File: src/rtl/search_accel_pkg.sv
package search_accel_pkg;
  typedef enum logic [1:0] {
    PH_IDLE,
    PH_RD0,
    PH_RD1,
    PH_WR
  } phase_e;
endpackage

File: src/rtl/search_decide.sv
module search_decide (
  input  logic b0_i,
  input  logic b1_i,
  input  logic path_i,
  input  logic err_i,
  output logic wr_bit_o,
  output logic disc_o,
  output logic err_hit_o
);
  always_comb begin
    err_hit_o = b0_i & b1_i;
    disc_o    = (b0_i == b1_i);
    if (err_i || err_hit_o) wr_bit_o = 1'b1;
    else if (b0_i ^ b1_i)   wr_bit_o = b0_i;
    else                    wr_bit_o = path_i;
  end
endmodule

File: src/rtl/search_lanes.sv
module search_lanes #(
  parameter int POS_PER_BYTE = 4,
  localparam int BYTE_W = 2 * POS_PER_BYTE,
  localparam int LANE_W = (POS_PER_BYTE > 1) ? $clog2(POS_PER_BYTE) : 1
) (
  input  logic              clk_i,
  input  logic              rst_ni,
  input  logic              load_i,
  input  logic [BYTE_W-1:0] byte_i,
  input  logic [LANE_W-1:0] lane_i,
  input  logic              commit_i,
  input  logic              disc_i,
  input  logic              wr_bit_i,
  output logic              path_bit_o,
  output logic [BYTE_W-1:0] out_byte_o
);
  logic [POS_PER_BYTE-1:0] path_q;
  logic [POS_PER_BYTE-1:0] path_d;
  logic                    unused_filler;

  for (genvar k = 0; k < POS_PER_BYTE; k++) begin : g_lane
    logic [1:0] pair_q;
    assign path_d[k] = byte_i[2*k+1];
    assign out_byte_o[2*k +: 2] = pair_q;
    always_ff @(posedge clk_i or negedge rst_ni) begin
      if (!rst_ni)                                      pair_q <= '0;
      else if (commit_i && (lane_i == LANE_W'(k)))      pair_q <= {wr_bit_i, disc_i};
    end
  end

  // even bits carry no information
  always_comb begin
    unused_filler = 1'b0;
    for (int k = 0; k < POS_PER_BYTE; k++) unused_filler = unused_filler ^ byte_i[2*k];
  end

  always_ff @(posedge clk_i or negedge rst_ni) begin
    if (!rst_ni)     path_q <= '0;
    else if (load_i) path_q <= path_d;
  end

  assign path_bit_o = path_q[lane_i];
endmodule

File: src/rtl/search_seq.sv
module search_seq
  import search_accel_pkg::*;
#(
  parameter int POS_PER_BYTE = 4,
  localparam int LANE_W = (POS_PER_BYTE > 1) ? $clog2(POS_PER_BYTE) : 1
) (
  input  logic              clk_i,
  input  logic              rst_ni,
  input  logic              ctrl_we_i,
  input  logic              ctrl_flag_i,
  input  logic              in_valid_i,
  input  logic              slot_done_i,
  input  logic              slot_bit_i,
  input  logic              wr_bit_i,
  input  logic              disc_i,
  input  logic              err_hit_i,
  output logic              in_ready_o,
  output logic              load_o,
  output logic              slot_req_o,
  output logic              slot_wr_o,
  output logic              b0_o,
  output logic              err_o,
  output logic [LANE_W-1:0] lane_o,
  output logic              commit_o,
  output logic              disc_o,
  output logic              wr_bit_o,
  output logic              out_valid_o
);
  localparam logic [LANE_W-1:0] LAST_LANE = LANE_W'(POS_PER_BYTE - 1);

  phase_e            state_q;
  logic              en_q, err_q, b0_q, wr_q, disc_q, out_valid_q;
  logic [LANE_W-1:0] lane_q;
  logic              kill;

  assign kill        = ctrl_we_i && !ctrl_flag_i;
  assign in_ready_o  = en_q && (state_q == PH_IDLE);
  assign load_o      = in_ready_o && in_valid_i && !kill;
  assign slot_req_o  = (state_q != PH_IDLE);
  assign slot_wr_o   = (state_q == PH_WR) ? wr_q : 1'b1;
  assign commit_o    = (state_q == PH_WR) && slot_done_i;
  assign b0_o        = b0_q;
  assign err_o       = err_q;
  assign lane_o      = lane_q;
  assign disc_o      = disc_q;
  assign wr_bit_o    = wr_q;
  assign out_valid_o = out_valid_q;

  always_ff @(posedge clk_i or negedge rst_ni) begin
    if (!rst_ni) begin
      state_q     <= PH_IDLE;
      en_q        <= 1'b0;
      err_q       <= 1'b0;
      b0_q        <= 1'b0;
      wr_q        <= 1'b1;
      disc_q      <= 1'b0;
      lane_q      <= '0;
      out_valid_q <= 1'b0;
    end else begin
      out_valid_q <= 1'b0;
      if (ctrl_we_i) en_q <= ctrl_flag_i;
      if (kill) begin
        state_q <= PH_IDLE;
        err_q   <= 1'b0;
        lane_q  <= '0;
        wr_q    <= 1'b1;
      end else begin
        unique case (state_q)
          PH_IDLE: if (load_o) begin
            state_q <= PH_RD0;
            lane_q  <= '0;
          end
          PH_RD0: if (slot_done_i) begin
            b0_q    <= slot_bit_i;
            state_q <= PH_RD1;
          end
          PH_RD1: if (slot_done_i) begin
            wr_q    <= wr_bit_i;
            disc_q  <= disc_i;
            if (err_hit_i) err_q <= 1'b1;
            state_q <= PH_WR;
          end
          PH_WR: if (slot_done_i) begin
            wr_q <= 1'b1;
            if (lane_q == LAST_LANE) begin
              state_q     <= PH_IDLE;
              out_valid_q <= 1'b1;
            end else begin
              lane_q  <= lane_q + 1'b1;
              state_q <= PH_RD0;
            end
          end
          default: state_q <= PH_IDLE;
        endcase
      end
    end
  end
endmodule

File: src/rtl/search_accel.sv
module search_accel #(
  parameter int POS_PER_BYTE = 4,
  localparam int BYTE_W = 2 * POS_PER_BYTE,
  localparam int LANE_W = (POS_PER_BYTE > 1) ? $clog2(POS_PER_BYTE) : 1
) (
  input  logic              clk_i,
  input  logic              rst_ni,
  input  logic              ctrl_we_i,
  input  logic              ctrl_flag_i,
  input  logic              in_valid_i,
  input  logic [BYTE_W-1:0] in_byte_i,
  output logic              in_ready_o,
  output logic              slot_req_o,
  output logic              slot_wr_o,
  input  logic              slot_done_i,
  input  logic              slot_bit_i,
  output logic              out_valid_o,
  output logic [BYTE_W-1:0] out_byte_o
);
  logic              load, commit, b0, err, path_bit;
  logic              dec_wr, dec_disc, dec_err_hit, q_disc, q_wr;
  logic [LANE_W-1:0] lane;

  search_seq #(.POS_PER_BYTE(POS_PER_BYTE)) u_seq (
    .clk_i       (clk_i),
    .rst_ni      (rst_ni),
    .ctrl_we_i   (ctrl_we_i),
    .ctrl_flag_i (ctrl_flag_i),
    .in_valid_i  (in_valid_i),
    .slot_done_i (slot_done_i),
    .slot_bit_i  (slot_bit_i),
    .wr_bit_i    (dec_wr),
    .disc_i      (dec_disc),
    .err_hit_i   (dec_err_hit),
    .in_ready_o  (in_ready_o),
    .load_o      (load),
    .slot_req_o  (slot_req_o),
    .slot_wr_o   (slot_wr_o),
    .b0_o        (b0),
    .err_o       (err),
    .lane_o      (lane),
    .commit_o    (commit),
    .disc_o      (q_disc),
    .wr_bit_o    (q_wr),
    .out_valid_o (out_valid_o)
  );

  // second read is decided straight from the bus sample
  search_decide u_dec (
    .b0_i      (b0),
    .b1_i      (slot_bit_i),
    .path_i    (path_bit),
    .err_i     (err),
    .wr_bit_o  (dec_wr),
    .disc_o    (dec_disc),
    .err_hit_o (dec_err_hit)
  );

  search_lanes #(.POS_PER_BYTE(POS_PER_BYTE)) u_lanes (
    .clk_i      (clk_i),
    .rst_ni     (rst_ni),
    .load_i     (load),
    .byte_i     (in_byte_i),
    .lane_i     (lane),
    .commit_i   (commit),
    .disc_i     (q_disc),
    .wr_bit_i   (q_wr),
    .path_bit_o (path_bit),
    .out_byte_o (out_byte_o)
  );
endmodule

File: config.mk
export PLATFORM = sky130hd
export DESIGN_NAME = search_accel
export DESIGN_NICKNAME = d
export VERILOG_FILES = /design/src/rtl/search_accel_pkg.sv /design/src/rtl/search_decide.sv /design/src/rtl/search_lanes.sv /design/src/rtl/search_seq.sv /design/src/rtl/search_accel.sv
export SDC_FILE = /design/constraint.sdc
export NUM_CORES = 1
export LEC_CHECK = 0
export ABC_CLOCK_PERIOD_IN_PS = 3170
export BUFFER_PORTS_ARGS = -buffer_cell sky130_fd_sc_hd__buf_2
export CAP_MARGIN = 20
export CORE_ASPECT_RATIO = 0.7
export CORE_MARGIN = 2
export CORE_UTILIZATION = 45
export CTS_BUF_LIST = sky130_fd_sc_hd__clkbuf_16
export CTS_CLUSTER_DIAMETER = 200
export CTS_CLUSTER_SIZE = 10
export DETAILED_ROUTE_END_ITERATION = 8
export HOLD_SLACK_MARGIN = 0.1
export PLACE_DENSITY_LB_ADDON = 0.25
export SLEW_MARGIN = 10
export SYNTH_ARGS = -nofsm -noshare
export SYNTH_HDL_FRONTEND = slang
export SYNTH_SLANG_ARGS = --single-unit
File: constraint.sdc
create_clock -name clk_i -period 3.17 [get_ports clk_i]
set_input_delay 0.317 -clock clk_i [delete_from_list [all_inputs] [get_ports clk_i]]
set_output_delay 0.317 -clock clk_i [all_outputs]
set_load 0.005 [all_outputs]
Yosys cells after proc, flatten, opt, wreduce, memory -nomap -nowiden
Cells that the tools add are included.
{ "classes": {"add_sub_neg": 1, "eq_ne": 12, "reduce_logical": 26, "bitwise": 3, "order_cmp": 1, "n_mux": 29} }
{ "op_table": {"columns": ["operator", "count"], "rows": [
  ["$mux 2", 9],
  ["$mux 1", 16],
  ["$ne 3x2->1 const B", 4],
  ["$reduce_and 3->1", 4],
  ["$logic_and 1x1->1", 9],
  ["$eq 2x2->1 const B", 4],
  ["$pmux 2 s4", 1],
  ["$reduce_and 4->1", 2],
  ["$reduce_bool 2->1", 4],
  ["$reduce_bool 3->1", 2],
  ["$eq 2x1->1 const B", 2],
  ["$logic_not 2->1", 2],
  ["$pmux 2 s2", 1],
  ["$lt 2x3->1 const B", 1],
  ["$ne 3x3->1 const B", 1],
  ["$add 2x1->2 const B", 1],
  ["$bmux 1 s2", 1],
  ["$logic_not 1->1", 2],
  ["$pmux 1 s2", 1],
  ["$and 1x1->1", 1],
  ["$eq 1x1->1", 1],
  ["$logic_or 1x1->1", 1],
  ["$not 1->1", 1],
  ["$xor 1x1->1", 1]
]} }
{ "word_totals": {"inputBits": 15, "output_inout_bits": 12, "regBits": 22, "wordCells": 85} }

Longest topological paths before layout
{ "depth": {"word_depth": 7, "depth_mapped": 6, "ltp_nobuf": 5} }

Hierarchy
Synthesis repeated with hierarchy kept, for this count alone.
{ "unflattened": {"cells_unflattened": 93, "hier_area_um2": 1114.8} }
{ "by_module_without_submodules": {"columns": ["mod", "area_per_inst_um2", "n_inst", "cells_per_inst"], "rows": [
  ["search_seq", 590.6, 1, 59],
  ["search_lanes", 490.5, 1, 29],
  ["search_decide", 33.8, 1, 5]
]} }

Least setup slack after synthesis
Ideal clock, no wire load.
{ "synth_timing": {"path_kind": "register to register", "from": "register u_seq.state_q[1]", "to": "register u_seq.state_q[0]", "t_required_ns": 3.042, "stages_incl_launch_ff": 6, "arrival_time_ns": 1.495, "slack_ns": 1.547, "setup_time_ns": 0.128, "cell_sequence": "dfrtp_1 -> inv_1 -> ha_1 -> or3_4 -> a21oi_4 -> mux2_1"} }
{ "synth_via": {"elab_chain_cells": 6, "elab_cells_between_ends": 14, "classes_between": "eq/ne (7); mux (2); reduce/logical (5)"} }
{ "synth_lines": {"columns": ["item", "line_no", "text"], "rows": [
  ["start: declaration", "search_seq.sv:31", "phase_e state_q;"],
  ["start signal: assignment", "search_seq.sv:51", "state_q <= PH_IDLE;"],
  ["start signal: assignment", "search_seq.sv:63", "state_q <= PH_IDLE;"],
  ["start signal: assignment", "search_seq.sv:70", "state_q <= PH_RD0;"],
  ["$logic_not 2->1", "search_seq.sv:37, search_seq.sv:68", null],
  ["$logic_and 1x1->1", "search_seq.sv:37", "assign in_ready_o = en_q && (state_q == PH_IDLE);"],
  ["$logic_and 1x1->1 (2 in a row)", "search_seq.sv:38", "assign load_o = in_ready_o && in_valid_i && !kill;"],
  ["$ne 3x2->1 (no line)", null, null],
  ["$reduce_and 4->1 (no line)", null, null]
]} }
Several ways; a longest one is shown, not always the timed one.
A chain may end at the register's enable or synchronous reset.

Worst setup path after layout
{ "layout_timing": {"from": "register u_seq.state_q[0]", "to": "register u_seq.state_q[0]"} }
Same word-level chain as after synthesis.

==> flow_metrics.py <==
metrics = {
    "setup_path": {
        "cp_max_fo": 11,
        "worst-r2r-setup-slack_ns": 1.35,
        "cp.arrival_ns": 1.95,
        "r2r_cells": 4,
        "slowest_delay_ns": 0.43,
        "crit_start": "u_seq.state_q[0]",
        "startpoint_type": "flop",
        "crit_type": "flop to flop",
        "crit_slowest_cell": "or3_4",
        "worstSetupEndpointType": "flop",
        "cp.required_ns": 3.30,
        "path_cells": "ha_1 > or3_4 > a21oi_4 > mux2_1",
        "timing.rr.start": "u_seq.state_q[0]",
        "worstReg2RegEnd": "u_seq.state_q[0]",
    },
    "min_path": {
        "min_path_cells": 2,
        "hold_start": "in_byte_i[1]",
        "min_to": "u_lanes.path_q[0]",
        "min_path_type": "input pin to flop",
    },
    "power_and_ir_drop": {
        "power_density_nw_per_um2": 801.0,
        "power_mw": 1.147,
        "peakVddDrop_mv": 0.4989,
        "p_leak_nw": 0.6942,
    },
    "clocking": {
        "cts.sinks": 22,
        "cts_buffer_depth": 2,
        "clock_latency_ns": 0.25,
        "cts_root_buf": "clkbuf_16",
        "htree_num_levels": 1,
        "cts_resized": 0,
        "clkSlewWorstSetupHoldPaths_ns": 0.06,
        "cts_buffers": 3,
        "cts_tree": "built",
    },
    "timing": {
        "setup_viol": 0,
        "rsz0062_at_grt": "false",
        "tns_ns": 0,
        "tightestPinTransition_ns": 0.6105,
        "finalMaxSlewViolations": 0,
        "min_period_ns": 1.822,
        "period_share": 0.5746,
        "max_freq_ghz": 0.5490,
        "finClkSkew_ns": 0.001962,
        "hold_ws_ns": 0.2979,
        "hold_violations": 0,
        "slew-limit-headroom": 0.5921,
    },
    "synthesis": {
        "yosysSeqAreaShare": 0.4637,
        "async_flop_share": 1.000,
        "ys.flop_type": "dfrtp_1",
        "netlist_area_sq_um": 1190,
        "synth_nets": 123,
        "synth_area_per_cell_sq_um": 12.02,
        "synth_edf_count": 0,
        "synth_seq_cells": 22,
        "yosysWarnings": 0,
        "ys_types": 31,
        "synthCells": 99,
    },
    "drt": {
        "wl_per_cell_um": 14.19,
        "num_vias": 792,
        "post-route-drc-count": 0,
        "drtIter0Drc": 21,
        "wirelength_um": 2213,
        "routed_via_density": 5.077,
        "first_pass_iters": 4,
        "ant_nets": 0,
    },
    "grt": {
        "grt_pass1_wl_um": 3705,
        "grt_max_degree": 23,
        "grt_pass1_vias": 822,
        "grt.overflow.total": 0,
        "antenna_found_initial": 0,
        "track_usage": 0.1693,
    },
    "layout": {
        "nFillCells": 225,
        "area_delta_synth_final_pct": 20.29,
        "regArea_sq_um": 551.8,
        "layout-drive-gt1-share": 0.3770,
        "layout_common_cells": "buf_2, dfrtp_1, mux2_2",
        "diodes": 0,
        "multi_input_area_sq_um": 589.3,
        "final_common_cell": "buf_2",
        "finalNetCount": 147,
    },
    "floorplan": {
        "fp-row-count": 15,
        "io_pins": 27,
        "start_util": 0.4803,
        "coreArea_sq_um": 2477,
        "chipHeight_um": 47.02,
        "fp.dieArea_sq_um": 3078,
        "die_w_um": 65.46,
    },
    "placement": {
        "routabilityCongestion": 0.8032,
        "port_buffers": 22,
        "dp_hpwl_um": 1651,
    },
    "run": {
        "cap_violations": 0,
    },
    "run_status": {
        "outcome": "finished clean",
    },
}
-- layout make-up --
type / count / area share
clock buffer: 3 / 0.05245
clock inverter: 1 / 0.02098
inverter: 6 / 0.01573
multi-input combinational: 67 / 0.4117
sequential: 22 / 0.3855
tap: 34 / 0.02972
timing repair buffer: 23 / 0.08392
-- synth_stat cells, types with 2 or more instances --
cell / n / area, sq um
a31oi_1: 2 / 12.51
o2bb2ai_1: 2 / 17.52
inv_1: 6 / 22.52
nand2b_1: 4 / 25.02
nand2_1: 6 / 22.52
nand3_1: 5 / 25.02
nor2_1: 6 / 22.52
buf_2: 3 / 15.01
mux2_2: 10 / 112.6
ha_1: 9 / 112.6
mux2_4: 4 / 60.06
dfrtp_1: 21 / 525.5
and2_1: 2 / 12.51
o21ai_0: 2 / 10.01
-- what timing repair did --
item                      4_1_cts  5_1_grt
hold endpoints to repair       21        0
buffers inserted                0        0
hold buffers                    1        0
-- layer usage --
layer | vias up | routed length [um] | GRT usage
li1 | 390 | - | -
met1 | 385 | 1081 | 0.2118
met2 | 17 | 1045 | 0.3020
met3 | 0 | 86 | 0.05516
met4 | 0 | 0 | 0.02500
met5 | - | 0 | 0
-- worst max path at each step --
stage,to,cells after the start
after detailed placement,u_seq.state_q[0],4
after global placement,u_seq.state_q[0],4
after global routing,u_seq.state_q[0],4
after CTS,u_seq.state_q[0],4
final,u_seq.state_q[0],4
after floorplan,u_seq.state_q[0],5
-- state kept, by name, indices dropped and copies added, names as in the netlist, 2 cells and up --
name	count
u_seq.state_q	2
u_lanes.path_q	4
u_seq.lane_o	2
u_lanes.g_lane.pair_q	8
-- metrics by stage --
| stage | cell area (sq um) | std cells | utilization | setup WS [ns] |
|---|---|---|---|---|
| after floorplan | 1190 | 99 | - | 1.547 |
| after global placement | 1316 | 151 | 0.5313 | 1.374 |
| after detailed placement | 1316 | 151 | 0.5313 | 1.361 |
| after CTS | 1431 | 156 | 0.5778 | 1.337 |
| after global routing | 1431 | 156 | 0.5778 | 1.264 |
| final | 1431 | 156 | 0.5778 | 1.348 |
-- worst max-delay path, delay by kind of cell (launching register included) --
| family | cells | cell delay, ns |
|---|---|---|
| simple gates | 1 | 0.43 |
| flops | 1 | 0.42 |
| fa+ha+maj | 1 | 0.35 |
| mux | 1 | 0.33 |
| compound gates | 1 | 0.18 |
-- power by group --
part,internal (mW),total [mW],switching [mW]
registers,0.365,0.429,0.0647
clock network,0.250,0.349,0.0981
logic,0.201,0.369,0.168
-- cells by family after synthesis --
logic type / synth area share
and+or+nand+nor: 0.1377
DFF: 0.4637
buffers and inverters: 0.04100
adders and majority gates: 0.09464
AOI/OAI and AO/OA: 0.08098
muxes: 0.1819
(Power assumes the default switching activity.)
